`src/rtl/dma_desc_pkg.sv`:
```
`timescale 1ns/1ps
package dma_desc_pkg;
  localparam int WORD_W = 32;
  localparam int CNT_FW = 10;
  localparam int LEFT_W = CNT_FW + 1;
  localparam int R_W    = 4;

  localparam logic [2:0] MODE_BASIC = 3'b001;
  localparam logic [1:0] INC_FIXED  = 2'b11;
  localparam logic [1:0] SZ_WORD    = 2'b10;
  localparam logic [1:0] SZ_NONE    = 2'b11;

  typedef enum logic [3:0] {
    ST_IDLE, ST_FSRC, ST_FDST, ST_FCTL, ST_DECODE,
    ST_RD, ST_WR, ST_WB, ST_HOLD
  } eng_state_t;

  typedef struct packed {
    logic [1:0]        dinc;
    logic [1:0]        dsize;
    logic [1:0]        sinc;
    logic [1:0]        ssize;
    logic [5:0]        rsvd;
    logic [R_W-1:0]    r_exp;
    logic [CNT_FW-1:0] n_m1;
    logic              nxt_burst;
    logic [2:0]        mode;
  } ctl_word_t;

  // address of the item with (left-1) items after it
  function automatic logic [WORD_W-1:0] item_addr(input logic [WORD_W-1:0] end_ptr,
                                                  input logic [LEFT_W-1:0] left,
                                                  input logic [1:0]        inc);
    logic [WORD_W-1:0] back;
    back = WORD_W'(left - LEFT_W'(1));
    if (inc == INC_FIXED) item_addr = end_ptr;
    else                  item_addr = end_ptr - (back << inc);
  endfunction

  function automatic logic [LEFT_W-1:0] burst_len(input logic [R_W-1:0] r);
    if (r >= R_W'(CNT_FW)) burst_len = LEFT_W'(1) << CNT_FW;
    else                   burst_len = LEFT_W'(1) << r;
  endfunction

  function automatic logic [WORD_W-1:0] size_mask(input logic [1:0] sz,
                                                  input logic [WORD_W-1:0] d);
    case (sz)
      2'b00:   size_mask = {24'd0, d[7:0]};
      2'b01:   size_mask = {16'd0, d[15:0]};
      default: size_mask = d;
    endcase
  endfunction

  function automatic logic desc_bad(input ctl_word_t c);
    desc_bad = (c.mode != MODE_BASIC) || (c.ssize == SZ_NONE) || (c.dsize == SZ_NONE);
  endfunction

  function automatic ctl_word_t wb_word(input ctl_word_t c, input logic [LEFT_W-1:0] left);
    ctl_word_t w;
    w = c;
    w.n_m1 = (left == '0) ? '0 : CNT_FW'(left - LEFT_W'(1));
    wb_word = w;
  endfunction
endpackage

```
`src/rtl/dma_burst_ctr.sv`:
```
`timescale 1ns/1ps
module dma_burst_ctr
  import dma_desc_pkg::*;
(
  input  logic           clk,
  input  logic           rst_n,
  input  logic           load,
  input  logic [R_W-1:0] r_exp,
  input  logic           step,
  output logic           last
);
  logic [LEFT_W-1:0] left_q;

  always_ff @(posedge clk) begin
    if (!rst_n)                     left_q <= '0;
    else if (load)                  left_q <= burst_len(r_exp);
    else if (step && left_q != '0)  left_q <= left_q - LEFT_W'(1);
  end

  assign last = (left_q == LEFT_W'(1));
endmodule

```
`src/rtl/dma_addr_gen.sv`:
```
`timescale 1ns/1ps
module dma_addr_gen
  import dma_desc_pkg::*;
(
  input  logic [WORD_W-1:0] end_ptr,
  input  logic [LEFT_W-1:0] left,
  input  logic [1:0]        inc,
  output logic [WORD_W-1:0] addr
);
  assign addr = item_addr(end_ptr, left, inc);
endmodule

```
`src/rtl/desc_dma_engine.sv`:
```
`timescale 1ns/1ps
module desc_dma_engine
  import dma_desc_pkg::*;
#(
  parameter int CHAN_W     = 5,
  parameter int DESC_BYTES = 16
) (
  input  logic              clk,
  input  logic              rst_n,
  input  logic              start,
  input  logic              req,
  input  logic [31:0]       desc_base,
  input  logic [CHAN_W-1:0] chan,
  output logic              busy,
  output logic              done,
  output logic              err,
  output logic              mem_req,
  output logic              mem_we,
  output logic [31:0]       mem_addr,
  output logic [1:0]        mem_size,
  output logic [31:0]       mem_wdata,
  input  logic [31:0]       mem_rdata
);
  localparam int DESC_SH = $clog2(DESC_BYTES);
  localparam int N_SIDES = 2;   // 0 = source, 1 = destination

  eng_state_t        state_q;
  logic [WORD_W-1:0] desc_q, src_end_q, dst_end_q;
  ctl_word_t         ctl_q, ctl_in;
  logic [LEFT_W-1:0] left_q;
  logic              pend_q, done_q, err_q;

  // named internal events
  logic in_hold_w, go_w, burst_last_w, item_last_w, burst_load_w;
  logic [R_W-1:0] burst_r_w;

  assign ctl_in       = ctl_word_t'(mem_rdata);
  assign in_hold_w    = (state_q == ST_HOLD);
  assign go_w         = req || pend_q;
  assign item_last_w  = (left_q == LEFT_W'(1));
  assign burst_load_w = ((state_q == ST_DECODE) && !desc_bad(ctl_in)) || (in_hold_w && go_w);
  assign burst_r_w    = (state_q == ST_DECODE) ? ctl_in.r_exp : ctl_q.r_exp;

  dma_burst_ctr u_burst (
    .clk   (clk),
    .rst_n (rst_n),
    .load  (burst_load_w),
    .r_exp (burst_r_w),
    .step  (state_q == ST_WR),
    .last  (burst_last_w)
  );

  logic [WORD_W-1:0] side_end [N_SIDES];
  logic [1:0]        side_inc [N_SIDES];
  logic [WORD_W-1:0] side_addr[N_SIDES];

  assign side_end[0] = src_end_q;
  assign side_end[1] = dst_end_q;
  assign side_inc[0] = ctl_q.sinc;
  assign side_inc[1] = ctl_q.dinc;

  for (genvar g = 0; g < N_SIDES; g++) begin : g_side
    dma_addr_gen u_agen (
      .end_ptr (side_end[g]),
      .left    (left_q),
      .inc     (side_inc[g]),
      .addr    (side_addr[g])
    );
  end

  always_ff @(posedge clk) begin
    if (!rst_n) begin
      state_q   <= ST_IDLE;
      desc_q    <= '0;
      src_end_q <= '0;
      dst_end_q <= '0;
      ctl_q     <= '0;
      left_q    <= '0;
      pend_q    <= 1'b0;
      done_q    <= 1'b0;
      err_q     <= 1'b0;
    end else begin
      done_q <= 1'b0;
      err_q  <= 1'b0;
      if (in_hold_w)                       pend_q <= 1'b0;
      else if (req && state_q != ST_IDLE)  pend_q <= 1'b1;
      case (state_q)
        ST_IDLE: if (start) begin
          desc_q  <= desc_base + (WORD_W'(chan) << DESC_SH);
          pend_q  <= 1'b0;
          state_q <= ST_FSRC;
        end
        ST_FSRC: state_q <= ST_FDST;
        ST_FDST: begin
          src_end_q <= mem_rdata;
          state_q   <= ST_FCTL;
        end
        ST_FCTL: begin
          dst_end_q <= mem_rdata;
          state_q   <= ST_DECODE;
        end
        ST_DECODE: begin
          ctl_q <= ctl_in;
          if (desc_bad(ctl_in)) begin
            err_q   <= 1'b1;
            state_q <= ST_IDLE;
          end else begin
            left_q  <= LEFT_W'(ctl_in.n_m1) + LEFT_W'(1);
            state_q <= ST_RD;
          end
        end
        ST_RD: state_q <= ST_WR;
        ST_WR: begin
          left_q  <= left_q - LEFT_W'(1);
          state_q <= (item_last_w || burst_last_w) ? ST_WB : ST_RD;
        end
        ST_WB: begin
          if (left_q == '0) begin
            done_q  <= 1'b1;
            state_q <= ST_IDLE;
          end else begin
            state_q <= ST_HOLD;
          end
        end
        ST_HOLD: if (go_w) state_q <= ST_RD;
        default: state_q <= ST_IDLE;
      endcase
    end
  end

  always_comb begin
    mem_req   = 1'b0;
    mem_we    = 1'b0;
    mem_addr  = '0;
    mem_size  = SZ_WORD;
    mem_wdata = '0;
    case (state_q)
      ST_FSRC: begin mem_req = 1'b1; mem_addr = desc_q; end
      ST_FDST: begin mem_req = 1'b1; mem_addr = desc_q + 32'd4; end
      ST_FCTL: begin mem_req = 1'b1; mem_addr = desc_q + 32'd8; end
      ST_RD: begin
        mem_req  = 1'b1;
        mem_addr = side_addr[0];
        mem_size = ctl_q.ssize;
      end
      ST_WR: begin
        mem_req   = 1'b1;
        mem_we    = 1'b1;
        mem_addr  = side_addr[1];
        mem_size  = ctl_q.dsize;
        mem_wdata = size_mask(ctl_q.ssize, mem_rdata);
      end
      ST_WB: begin
        mem_req   = 1'b1;
        mem_we    = 1'b1;
        mem_addr  = desc_q + 32'd8;
        mem_wdata = wb_word(ctl_q, left_q);
      end
      default: ;
    endcase
  end

  assign busy = (state_q != ST_IDLE);
  assign done = done_q;
  assign err  = err_q;
endmodule

```
`config.mk`:
```
export PLATFORM = sky130hd
export DESIGN_NAME = desc_dma_engine
export DESIGN_NICKNAME = d
export VERILOG_FILES = /design/src/rtl/dma_desc_pkg.sv /design/src/rtl/dma_burst_ctr.sv /design/src/rtl/dma_addr_gen.sv /design/src/rtl/desc_dma_engine.sv
export SDC_FILE = /design/constraint.sdc
export NUM_CORES = 1
export LEC_CHECK = 0
export CAP_MARGIN = 20
export CORE_MARGIN = 3
export CORE_UTILIZATION = 50
export DETAILED_ROUTE_END_ITERATION = 6
export PLACE_DENSITY = 0.74
export SYNTH_ARGS = -nofsm -noshare
export SYNTH_HDL_FRONTEND = slang
export SYNTH_HIERARCHICAL = 1
export SYNTH_SLANG_ARGS = --single-unit
```
`constraint.sdc`:
```
create_clock -name clk -period 11 [get_ports clk]
set_clock_uncertainty 0.15 [all_clocks]
set_input_delay 3.3 -clock clk [delete_from_list [all_inputs] [get_ports clk]]
set_output_delay 3.3 -clock clk [all_outputs]
set_load 0.05 [all_outputs]
```
# Word-level counts from Yosys, hierarchy flattened
# Cells that the tools add are included.
op_classes:
  addsub: 9
  n_mul: 0
  n_div: 0
  magnitude_cmp: 1
  eq_ne: 19
  shifts: 3
  muxes: 27
  bitwise: 0
  n_reduce_logical: 25
ops:
  columns: ["op", "count"]
  rows:
  - ["$pmux W32 S5", 1]
  - ["$pmux W32 S2", 2]
  - ["$mux W32", 2]
  - ["$shl A32 B2 Y32", 2]
  - ["$sub A32 B32 Y32", 2]
  - ["$mux W11", 4]
  - ["$pmux W4 S9", 1]
  - ["$add A32 B3 Y32 const B", 1]
  - ["$add A32 B4 Y32 const B", 1]
  - ["$add A32 B9 Y32", 1]
  - ["$eq A11 B1 Y1 const B", 2]
  - ["$pmux W11 S2", 1]
  - ["$sub A11 B1 Y11 const B", 2]
  - ["$eq A4 B3 Y1 const B", 4]
  - ["$mux W4", 4]
  - ["$sub A11 B1 Y12 const B", 1]
  - ["$add A10 B1 Y11 const B", 1]
  - ["$logic_not A11 Y1", 1]
  - ["$reduce_bool A11 Y1", 1]
  - ["$shl A1 B4 Y11 const A", 1]
  - ["$mux W10", 1]
  - ["$reduce_and A2 Y1", 5]
  - ["$eq A2 B2 Y1 const B", 4]
  - ["$eq A4 B2 Y1 const B", 2]
  - ["other kinds (20)", 37]
totals:
  regBits: 147
  latchBits: 0
  ram_bits: 0
  rom_bits: 0
  inputBits: 73
  output_inout_bits: 71
  memories: 0

# Longest topological paths before layout
logic_depth:
  depth_word: 7
  depth_mapped: 22

# By module
# The synthesis kept the hierarchy.
modules_own_cells:
  columns: ["mod", "instances", "cells_per_inst", "area_per_inst_um2", "seq_area_each_um2"]
  rows:
  - ["desc_dma_engine", 1, 1114, 7952.6, 2722.6]
  - ["dma_addr_gen", 2, 424, 2773.9, 0.0]
  - ["dma_burst_ctr", 1, 102, 845.8, 220.2]

# Least setup slack after synthesis
# OpenSTA, ideal clock, no wires.
synth_timing:
  kind: "reg2out"
  start: "register, netlist name left_q[0]"
  end: "output port mem_addr[23]"
  arrival_ns: 4.629
  path_slack_ns: 2.921
  path_stages_with_launch: 21
  path_buffers: 0
  cell_sequence: "dfxtp_1 > inv_1 > ha_1 > nor2b_1 > and3_1 > o21ai_0 > o32ai_1 > a21oi_1 > mux2i_1 > ha_1 > a21o_1 > a2111o_1 > o21ai_2 > a21oi_4 > o21bai_4 > a21oi_1 > o21a_1 > o31ai_2 > a221oi_1 > o21a_1 > a31oi_1"
synth_rtl:
  columns: ["item", "line", "source"]
  rows:
  - ["end: declaration", "desc_dma_engine.sv:19", "output logic [31:0] mem_addr,"]

==> flow_summary.ini <==
[floorplanning]
die-area_sq_um = 30800
die_x_microns = 175
pin_count = 144
coreArea_sq_um = 28000
floorplan.initialDensity_pct = 51.2
row_count = 61
die_h_microns = 175

[setup_path]
ff2ff_setup_slack_ps = 7050
critical_path_arrival_ps = 6100
reg2regPathDepth = 9
endpoint_kind = output pin
critPathLaunchType = register
worstSetupPathType = register to output pin
cp.required_ps = 7550
cp_max_fo = 18
r2r-end = u_burst/left_q[1]
r2r-start = state_q[0]

[clocking]
cts_buffers = 17
clk_path_buf_depth = 2
tritoncts = done
cts.htree.levels = 4
ctsResizeCount = 0
cts_setup_buffers = 0
cts-root-buf = clkbuf_16
clkTransAtPathRegs_ps = 70
cts_sinks = 147
hold_buffers = 0
clock_latency_ps = 440

[final_layout]
diodes = 0
drive_gt1_share_pct = 6.02
postLayoutCellArea_sq_um = 16600
nFillCells = 2692
final_cells = 2504
nets = 2267
final_cell_mix = nand2_1, a21oi_1, nor2_1, dfxtp_1, clkdlybuf4s50_1
mostFrequentLayoutCell = nand2_1
areaGrowthSynthToFinish_pct = 15.4

[yosys]
yosysSeqAreaShare_pct = 20.5
synth_nets = 2218
synth.avg_cell_area_sq_um = 6.95
yosys_most_used_dff = dfxtp_1
yosys_warnings = 6
synth_edf_count = 0
syn_area_sq_um = 14300
yosys_register_bits = 147
synth_cell_types = 99
ys_async_sr_fraction_pct = 0
synth_cells = 2064

[timing]
worstMarginPinSlew_ps = 1110
hold_viol = 0
fin_crit_ps = 9550
rsz0062_at_grt = false
clock.fmax_ghz = 0.105
slew_headroom_pct = 26.0
hold_slack_ps = 311
setup_violations = 0
slew_viol_final = 0
finalCritPeriodShare_pct = 86.8
finalSetupTns_ps = 0

[drt]
routedWlPerCell_microns = 20.5
drtPass1Iterations = 5
vias = 16000
drtIter0Drc = 1557
via_per_inst = 6.40
ant_nets = 0
drc_errors = 0
wl_mm = 51.4

[min_path]
hold_path_end = ctl_q[19]
hp-start = ctl_q[19]
min_path_type = register to register
whs_path_depth = 2

[placed_design]
portBuffers = 143
hpwlAfterDp_mm = 37.9
dp.cells = 2471
dpl-instance-area_sq_um = 15900
routabilityCongestion = 0.956

[grt]
grt_antenna_before_repair = 1
grt_max_degree = 74
grt_pass1_vias = 14700
grt_pass1_wl_mm = 80.6
grt_util_all_layers_pct = 32.5
grt_overflow = 0

[status]
status = finished, final reports clean

[run]
drv_cap = 0

[power_and_ir_drop]
p_leak_nw = 6.34
power_density_nw_per_um2 = 119
ir_drop_v = 0.000104
[through the flow]
stage | setup WS, ps | power, mW | utilization (%)
finish | 1450 | 1.97 | 59.1
global route | 1040 | 2.04 | 59.1
CTS | 1510 | 1.95 | 59.1
detailed placement | 2000 | 1.29 | 56.8
global placement | 2140 | 1.28 | 56.7
floorplan | 2920 | 1.07 | -
[worst max path at each step]
stage / from / to / slack [ps]
floorplan: left_q[0] / mem_addr[23] / 2920
global placement: left_q[0] / mem_addr[23] / 2140
detailed placement: left_q[0] / mem_addr[23] / 2000
CTS: left_q[0] / mem_addr[23] / 1510
global route: left_q[0] / mem_addr[23] / 1040
finish: left_q[0] / mem_addr[23] / 1450
[logic make-up after synthesis]
group           synth area share [%]
buf+inv                         4.95
compound gates                  30.7
xor+xnor                        5.74
fa+ha+maj                       7.22
simple gates                    28.9
mux                             2.04
flops                           20.5
[cell type report]
type | count | area (sq um) | area share [%]
timing repair buffer | 165 | 1610 | 9.73
multi-input combinational | 1736 | 10700 | 64.7
clock inverter | 15 | 218 | 1.31
tap | 378 | 473 | 2.86
inverter | 46 | 174 | 1.05
sequential | 147 | 2940 | 17.8
clock buffer | 17 | 425 | 2.57
[state kept, by name, indices dropped and copies added (netlist names)]
| signal | count |
|---|---|
| dst_end_q | 32 |
| pend_q | 1 |
| u_burst/left_q | 11 |
| state_q | 4 |
| done | 1 |
| ctl_q | 22 |
| left_q | 11 |
| err | 1 |
| src_end_q | 32 |
| desc_q | 32 |
[synthesized netlist by cell type, types with 30 or more instances]
cell type / number / area share [%]
nand3_1: 61 / 2.1
a21oi_1: 260 / 9.1
clkbuf_1: 111 / 2.9
a21o_1: 33 / 1.7
ha_1: 78 / 6.8
o21ai_0: 113 / 3.9
nor3_1: 48 / 1.7
xnor2_1: 60 / 3.7
and3_1: 30 / 1.3
nor2_1: 170 / 4.4
nand2_1: 342 / 8.9
nand4_1: 31 / 1.4
inv_1: 42 / 1.1
xor2_1: 34 / 2.1
dfxtp_1: 147 / 21
[power by group]
part / switching [mW] / internal, mW / leakage [nW] / total, mW
combinational: 0.427 / 0.227 / 4.83 / 0.654
clock: 0.277 / 0.388 / 0.311 / 0.665
sequential: 0.0732 / 0.573 / 1.19 / 0.646
[routing by layer]
| metal | routed length (microns) | GRT usage, % |
|---|---|---|
| met4 | 2250 | 13.7 |
| met2 | 22700 | 51.6 |
| met1 | 21700 | 43.6 |
| met3 | 4670 | 5.49 |
| met5 | 12 | 0 |
[worst max-delay path: stages, from the launching register on]
cell and delay, ps:
dfxtp_1 750, inv_1 100, ha_1 260, nor2b_1 170, and3_1 220, o21ai_0 170
o32ai_1 120, a21oi_1 240, mux2i_1 110, ha_1 380, a21o_1 210, a2111o_1 380
o21ai_2 230, a21oi_4 120, o21bai_4 150, a21oi_1 100, o21a_1 220, o31ai_2 410
a221oi_1 170, o21a_1 140, a31oi_1 180, clkdlybuf4s50_1 840
No activity file was read; power rests on OpenSTA's default activity.
